[src/rtl/modclk_pkg.sv]
package modclk_pkg;
    localparam int REG_W   = 32;
    localparam int M_W     = 4;
    localparam int P_W     = 2;
    localparam int SEL_W   = 2;
    localparam int NPAR    = 1 << SEL_W;
    localparam int M_LSB   = 0;
    localparam int P_LSB   = 16;
    localparam int SEL_LSB = 24;
    localparam int EN_BIT  = 31;
    localparam int PC_W    = (1 << P_W) - 1;

    localparam logic [REG_W-1:0] RW_MASK =
        (REG_W'((1 << M_W) - 1) << M_LSB) |
        (REG_W'((1 << P_W) - 1) << P_LSB) |
        (REG_W'((1 << SEL_W) - 1) << SEL_LSB) |
        (REG_W'(1) << EN_BIT);

    typedef struct packed {
        logic             en;
        logic [SEL_W-1:0] sel;
        logic [P_W-1:0]   p;
        logic [M_W-1:0]   m;
    } cfg_t;

    typedef enum logic {ST_OFF, ST_RUN} state_e;
endpackage

[src/rtl/modclk_regs.sv]
module modclk_regs
    import modclk_pkg::*;
(
    input  logic             clk,
    input  logic             rst_n,
    input  logic             wr_en,
    input  logic [REG_W-1:0] wr_data,
    output cfg_t             cfg,
    output logic [REG_W-1:0] rd_data
);
    cfg_t cfg_q;

    always_ff @(posedge clk) begin
        if (!rst_n) begin
            cfg_q <= '0;
        end else if (wr_en) begin
            cfg_q.m   <= wr_data[M_LSB +: M_W];
            cfg_q.p   <= wr_data[P_LSB +: P_W];
            cfg_q.sel <= wr_data[SEL_LSB +: SEL_W];
            cfg_q.en  <= wr_data[EN_BIT];
        end
    end

    always_comb begin
        rd_data                     = '0;
        rd_data[M_LSB +: M_W]       = cfg_q.m;
        rd_data[P_LSB +: P_W]       = cfg_q.p;
        rd_data[SEL_LSB +: SEL_W]   = cfg_q.sel;
        rd_data[EN_BIT]             = cfg_q.en;
    end

    assign cfg = cfg_q;

    // read-back equals the last write with unused bits dropped
    assert_readback_R7: assert property (@(posedge clk) disable iff (!rst_n)
        wr_en |=> rd_data == ($past(wr_data) & RW_MASK));
endmodule

[src/rtl/modclk_prescaler.sv]
module modclk_prescaler
    import modclk_pkg::*;
#(
    parameter int PW = P_W,
    localparam int CW = (1 << PW) - 1
) (
    input  logic          clk,
    input  logic          rst_n,
    input  logic          clear,
    input  logic          pe,
    input  logic [PW-1:0] p,
    output logic          tick,
    output logic [CW-1:0] cnt_o
);
    logic [CW-1:0] cnt_q;
    logic [CW-1:0] lim;

    always_comb begin
        lim  = ~({CW{1'b1}} << p);
        tick = pe && (cnt_q == lim);
    end

    always_ff @(posedge clk) begin
        if (!rst_n || clear) begin
            cnt_q <= '0;
        end else if (pe) begin
            cnt_q <= (cnt_q == lim) ? '0 : cnt_q + 1'b1;
        end
    end

    assign cnt_o = cnt_q;

    // prescale count never passes 2^p - 1
    assert_presc_bound_R3: assert property (@(posedge clk) disable iff (!rst_n)
        cnt_q <= lim);
endmodule

[src/rtl/modclk_divider.sv]
module modclk_divider
    import modclk_pkg::*;
#(
    parameter int MW = M_W
) (
    input  logic          clk,
    input  logic          rst_n,
    input  logic          clear,
    input  logic          tick,
    input  logic [MW-1:0] m,
    output logic          wrap,
    output logic [MW-1:0] cnt_o
);
    logic [MW-1:0] cnt_q;

    assign wrap = tick && (cnt_q == m);

    always_ff @(posedge clk) begin
        if (!rst_n || clear) begin
            cnt_q <= '0;
        end else if (tick) begin
            cnt_q <= (cnt_q == m) ? '0 : cnt_q + 1'b1;
        end
    end

    assign cnt_o = cnt_q;

    // divide count never passes m
    assert_div_bound_R2: assert property (@(posedge clk) disable iff (!rst_n)
        cnt_q <= m);
endmodule

[src/rtl/modclk_gen.sv]
module modclk_gen
    import modclk_pkg::*;
(
    input  logic             clk,
    input  logic             rst_n,
    input  logic             wr_en,
    input  logic [REG_W-1:0] wr_data,
    output logic [REG_W-1:0] rd_data,
    input  logic [NPAR-1:0]  parent_en,
    output logic             clk_out
);
    cfg_t          cfg;
    state_e        state_q, state_d;
    logic          pe, hold, tick, div_wrap;
    logic [PC_W-1:0] pre_cnt;
    logic [M_W-1:0]  div_cnt;

    modclk_regs u_regs (
        .clk(clk), .rst_n(rst_n), .wr_en(wr_en), .wr_data(wr_data),
        .cfg(cfg), .rd_data(rd_data)
    );

    assign pe = parent_en[cfg.sel];

    modclk_prescaler #(.PW(P_W)) u_pre (
        .clk(clk), .rst_n(rst_n), .clear(hold), .pe(pe), .p(cfg.p),
        .tick(tick), .cnt_o(pre_cnt)
    );

    modclk_divider #(.MW(M_W)) u_div (
        .clk(clk), .rst_n(rst_n), .clear(hold), .tick(tick), .m(cfg.m),
        .wrap(div_wrap), .cnt_o(div_cnt)
    );

    // state register
    always_ff @(posedge clk) begin
        if (!rst_n) state_q <= ST_OFF;
        else        state_q <= state_d;
    end

    // next state: START and STOP
    always_comb begin
        state_d = state_q;
        unique case (state_q)
            ST_OFF: if (cfg.en)  state_d = ST_RUN;
            ST_RUN: if (!cfg.en) state_d = ST_OFF;
            default: state_d = ST_OFF;
        endcase
    end

    // outputs per state
    always_comb begin
        hold    = 1'b1;
        clk_out = 1'b0;
        unique case (state_q)
            ST_OFF: begin
                hold    = 1'b1;
                clk_out = 1'b0;
            end
            ST_RUN: begin
                hold    = wr_en;
                clk_out = cfg.en && div_wrap;
            end
            default: begin
                hold    = 1'b1;
                clk_out = 1'b0;
            end
        endcase
    end

    // no output pulse without the selected parent strobe
    assert_out_needs_parent_R6: assert property (@(posedge clk) disable iff (!rst_n)
        clk_out |-> parent_en[cfg.sel]);

    // a write leaves both counters at zero
    assert_restart_R8: assert property (@(posedge clk) disable iff (!rst_n)
        wr_en |=> (pre_cnt == '0) && (div_cnt == '0));

    // a disabling write silences the output from the next cycle
    assert_off_low_R5: assert property (@(posedge clk) disable iff (!rst_n)
        (wr_en && !wr_data[EN_BIT]) |=> !clk_out);

    // undivided setting passes the parent strobe straight through
    assert_direct_R9: assert property (@(posedge clk) disable iff (!rst_n)
        (state_q == ST_RUN && cfg.en && cfg.m == '0 && cfg.p == '0) |-> clk_out == pe);
endmodule

[config.mk]
export PLATFORM = sky130hd
export DESIGN_NAME = modclk_gen
export DESIGN_NICKNAME = d
export VERILOG_FILES = /design/src/rtl/modclk_pkg.sv /design/src/rtl/modclk_regs.sv /design/src/rtl/modclk_prescaler.sv /design/src/rtl/modclk_divider.sv /design/src/rtl/modclk_gen.sv
export SDC_FILE = /design/constraint.sdc
export NUM_CORES = 1
export LEC_CHECK = 0
export ABC_AREA = 1
export CAP_MARGIN = 20
export CORE_ASPECT_RATIO = 0.8
export CORE_MARGIN = 5
export CORE_UTILIZATION = 36
export CTS_BUF_LIST = sky130_fd_sc_hd__clkbuf_16
export CTS_CLUSTER_DIAMETER = 80
export DETAILED_ROUTE_END_ITERATION = 7
export GPL_ROUTABILITY_DRIVEN = 0
export HOLD_SLACK_MARGIN = 0.02
export PLACE_DENSITY = 0.81
export SLEW_MARGIN = 40
export SYNTH_ARGS = -nofsm -noshare
export SYNTH_HDL_FRONTEND = slang
export SYNTH_SLANG_ARGS = --single-unit
[constraint.sdc]
create_clock -name clk -period 1.45 [get_ports clk]
set_input_delay 0.145 -clock clk [delete_from_list [all_inputs] [get_ports clk]]
set_output_delay 0.145 -clock clk [all_outputs]
set_load 0.02 [all_outputs]
After elaboration in Yosys (flattened, before gate mapping)
Index checks and enable logic that the tools add are counted.

$add $sub $neg: 2. Bitwise logic cells: 2. Reductions and logical operators: 5. Multiplexer cells: 7. Equal/unequal tests: 2. $lt $le $gt $ge: 1. Shifts and indexed selects: 1.

Operators with widths (number): $add 4x1->4 const B (1); $eq 4x4->1 (1); $mux 4 (1); $pmux 1 s2 (2); $add 3x1->3 const B (1); $eq 3x3->1 (1); $logic_and 1x1->1 (3); $lt 2x3->1 const B (1); $mux 3 (1); $not 3->3 (1); $shl 3x2->3 const A (1); $bmux 1 s2 (1); $mux 1 (2); $logic_not 1->1 (1); $logic_or 1x1->1 (1); $not 1->1 (1).

Flip-flop bits (word level): 17. Word-level logic and storage cells: 27. Output and inout port bits: 33.

Depth between registers and ports, before layout
Word-level depth: 7. Mapped depth: 9.

Modules after synthesis
From an unflattened synthesis, not the netlist that was laid out.

Cells, all modules: 195. Area total of the unflattened synthesis: 1290.0 µm².

Modules (own cells, without submodules): modclk_regs (seq. area each 180.2 µm², area an instance 690.7 µm², cells each 90, instances 1); modclk_divider (seq. area each 80.1 µm², area an instance 310.3 µm², cells each 56, instances 1); modclk_prescaler (seq. area each 60.1 µm², area an instance 192.7 µm², cells each 29, instances 1); modclk_gen (seq. area each 20.0 µm², area an instance 96.3 µm², cells each 20, instances 1).

Worst setup path after synthesis
OpenSTA, ideal clock, no wires.

Path kind: flip-flop to output port. Start: reg u_regs.cfg_q (netlist bit u_regs.cfg[6]). End: out clk_out. Slack: 0.087 ns. Arrival time: 1.218 ns. Cell stages (with the launch flop): 7. Path through: dfxtp_1 nor2_1 nor2_1 o21ai_2 nand2_2 nand2_4 nor3_2.

Cells in the longest elaborated chain, start to end: 6.

Ends and longest elaborated chain: start: declaration (line modclk_regs.sv:11) `cfg_t cfg_q;`; $bmux 1 s2 (line modclk_gen.sv:23) `assign pe = parent_en[cfg.sel];`; $mux 1 (implied by the code) (line modclk_gen.sv:23); $logic_and 1x1->1 (line modclk_prescaler.sv:20) `tick = pe && (cnt_q == lim);`; $logic_and 1x1->1 (line modclk_divider.sv:16) `assign wrap = tick && (cnt_q == m);`; $logic_and 1x1->1 (line modclk_gen.sv:62) `clk_out = cfg.en && div_wrap;`; $pmux 1 s2 (line modclk_gen.sv:55) `unique case (state_q)`; end: declaration (line modclk_gen.sv:10) `output logic clk_out`.

Every way passes these cells. The select of a mux whose other input is x is not followed.

Worst setup path after layout
Start: reg u_regs.cfg_q (netlist bit u_regs.cfg[7]). End: out clk_out.

Same word-level chain as after synthesis.

==> run_results.csv <==
group,metric,value,unit
routing,ant_nets,0,
routing,dr.pass1.iters,4,
grt,grt_overflow,0,
routing,post-route-drc-count,0,
sta,hold_violations,0,
routing,drt-met1-wl,1019,µm
floorplan,die_w,72.11,µm
synth,synth_edf_count,0,
floorplan,dieArea,4304,µm²
critical_path,worst-setup-path-type,"reg -> out",
grt,grtUsageTotal,12.17,%
synth,synth_top_area_share,30.63,%
floorplan,die_y,59.69,µm
sta,clock_skew,0.001665,ns
critical_path,arrival,1.35,ns
placement,place_area,1523,µm²
finish,area_growth,45.38,%
clocking,clkTransAtPathRegs,0.05,ns
critical_path,cp-endpoint,"clk_out",
synth,yosys_register_bits,17,
synth,ys_warn_count,0,
grt,antenna_found_initial,0,
finish,instances_no_fill,257,
sta,max_freq,669.5,MHz
finish,drive_gt1_share,26.73,%
clocking,cts_made_buffers,3,
routing,drt-vias-per-instance,4.261,
routing,via_count,1095,
synth,synthTopCellsByArea,"dfxtp_1, buf_4, nand2_1",
finish,n_antenna_cell,0,
synth,synth.largest_area_cell,"dfxtp_1",
floorplan,rows,18,
critical_path,cp-end-kind,"output port",
clocking,cts_htree_levels,1,
sta,setup_slack,-0.04369,ns
finish,utilization,53.52,%
clocking,cts_tree,"built",
clocking,root_buffer,"clkbuf_16",
run,drv_cap,0,
power_and_ir_drop,leakagePower,0.8630,nW
clocking,clock_latency,0.25,ns
clocking,clock_sinks,17,
finish,postLayoutCellArea,1615,µm²
sta,finalCriticalPeriod,1.494,ns
clocking,clk_path_buf_depth,2,
routing,drt-total-wl,2421,µm
floorplan,core_area,3018,µm²
critical_path,slowest_stage,"dfxtp_1",
placement,dpl.cell_count,253,
synth,yosys-top-cells-count,"nand2_1, buf_4, nor2_1, dfxtp_1, inv_1",
finish,fillers,288,
routing,highest_layer,"met4",
critical_path,reg2reg_depth,10,
critical_path,slowest_delay,0.38,ns
critical_path,regToRegSetupSlack,0.12,ns
routing,post_drt_wl_per_cell,9.420,µm
routing,met2WireLength,1205,µm
critical_path,required,1.31,ns
grt,grt_pass1_vias,1025,
power_and_ir_drop,power.density,868.0,nW/µm²
sta,finalSetupTns,-0.04369,ns
floorplan,num_io_pins,72,
synth,seq_area_frac_synth,30.63,%
run_status,status,"finished with violations",
power_and_ir_drop,vdd_ir_drop_max,0.0005823,V
critical_path,startpoint_type,"flip-flop",
placement,numPortBuffers,25,
sta,setup_viol,1,
grt,grt_max_degree,15,
floorplan,start_util,36.82,%
placement,dp_hpwl,1989,µm
critical_path,critical_path.cell_chain,"inv_1 -> nor2_1 -> o21ai_2 -> nand2_2 -> nand2_4 -> nor3_2 -> buf_4",
routing,wl_met3,160,µm
grt,grt_pass1_wl,4084,µm
sta,slew_viol_final,0,
placement,dp_slack,-0.4230,ns
critical_path,path_delay_family,"simple AND/OR/NAND/NOR gates",
critical_path,crit_path_start,"u_regs.cfg[7]",
critical_path,critPathMaxFanout,4,
synth,async_flop_share,0,%
routing,initialDrtViolationCount,35,
synth,syn_inst,163,
synth,ys_types,23,
critical_path,timing.rr.end,"u_div.cnt_o[2]",
finish,multi_input_area,610.6,µm²
sta,rsz0062_at_grt,"true",
run_status,violations,"setup timing",
finish,seq_area,346.6,µm²
synth,synthMostInstantiatedCell,"nand2_1",
critical_path,crit_buf_inv,2,
finish,nets,259,
critical_path,r2r-start,"u_regs.cfg[6]",
synth,avgSynthCellArea,6.816,µm²
worst_hold_path,hold_class,"in -> reg",
critical_path,cp_num_cells,7,
synth,synth_flop_cell,"dfxtp_1",
sta,min_period_over_period,103.0,%
synth,syn_area,1111,µm²
==> cells in the final DEF (no fill, tap or decap), types with 2 or more instances in the layout <==
cell / n
buf_4: 30
conb_1: 23
o21ai_2: 2
xor2_1: 3
inv_2: 6
inv_1: 12
clkdlybuf4s50_1: 15
o21ai_0: 9
clkbuf_16: 3
a21oi_1: 8
ha_1: 2
o21ai_1: 4
dlymetal6s2s_1: 3
nand2_1: 33
nand2_2: 6
nor2_1: 24
nand3_1: 5
dfxtp_2: 5
dfxtp_1: 12
nor2_4: 2
dlygate4sd2_1: 6
==> routing by layer <==
metal	vias up	global-route usage [%]
met5	-	0
met4	0	4.826
met3	7	3.193
met2	33	22.05
met1	487	13.63
li1	568	-
==> layout make-up <==
cell class                      count  share of cell area (%)
Tap cell                           40                   3.098
Sequential cell                    17                   21.46
Inverter                           17                   3.950
Clock buffer                        3                   4.648
Clock inverter                      1                  0.2324
Multi-Input combinational cell    125                   37.80
Timing Repair Buffer               54                   28.81
==> worst min path at each step <==
stage | to | start | slack (ns) | depth (start not counted)
after floorplan | u_regs.cfg[0] | wr_data[0] | 0.28 | 2
after global placement | state_q | u_regs.cfg[8] | 0.53 | 3
after detailed placement | u_pre.cnt_o[2] | u_pre.cnt_o[2] | 0.54 | 3
after CTS | u_regs.cfg[8] | wr_data[31] | 0.48 | 3
after global routing | u_regs.cfg[6] | wr_data[24] | 0.50 | 3
final | u_regs.cfg[8] | wr_data[31] | 0.49 | 3
==> stage by stage <==
step	power, W	hold slack (ns)
finish	0.001402	0.4864
global route	0.001476	0.5030
CTS	0.001410	0.4839
detailed placement	0.0008686	0.5445
global placement	0.0008621	0.5294
floorplan	0.0007539	0.2799
==> where the power goes <==
| part | total (W) | internal [W] | switching [W] |
|---|---|---|---|
| Clock | 0.000541 | 0.000366 | 0.000175 |
| Combinational | 0.000353 | 0.000152 | 0.000201 |
| Sequential | 0.000508 | 0.000489 | 0.0000181 |
==> logic make-up (layout without fill, tap and decap cells) <==
group                    count (synthesis)  in the layout  synth area share (%)
AO/OA/AOI/OAI                           23             23                 11.04
buffers and inverters                   43             75                 22.75
other                                    1             23                0.3375
XOR/XNOR                                 3              3                 2.365
adder cells (fa/ha/maj)                  2              2                 2.252
AND/OR/NAND/NOR                         74             74                 30.63
flip-flops                              17             17                 30.63
==> worst min-delay path: cells and delay by family <==
family,cells,cell delay [ns]
AND/OR/NAND/NOR,2,0.15
buffers and inverters,1,0.39
==> timing repair <==
item	CTS	global route
hold endpoints to repair	0	0
resized for setup	14	10
hold buffers	0	0
setup buffers	0	0
gates cloned	0	0
endpoints found under the setup margin	7	6
pin swaps	0	4
==> state kept, by name, indices dropped and copies added (netlist names) <==
register / cells
u_div.cnt_o: 4
u_pre.cnt_o: 3
state_q: 1
u_regs.cfg: 9
(Power assumes the default switching activity.)
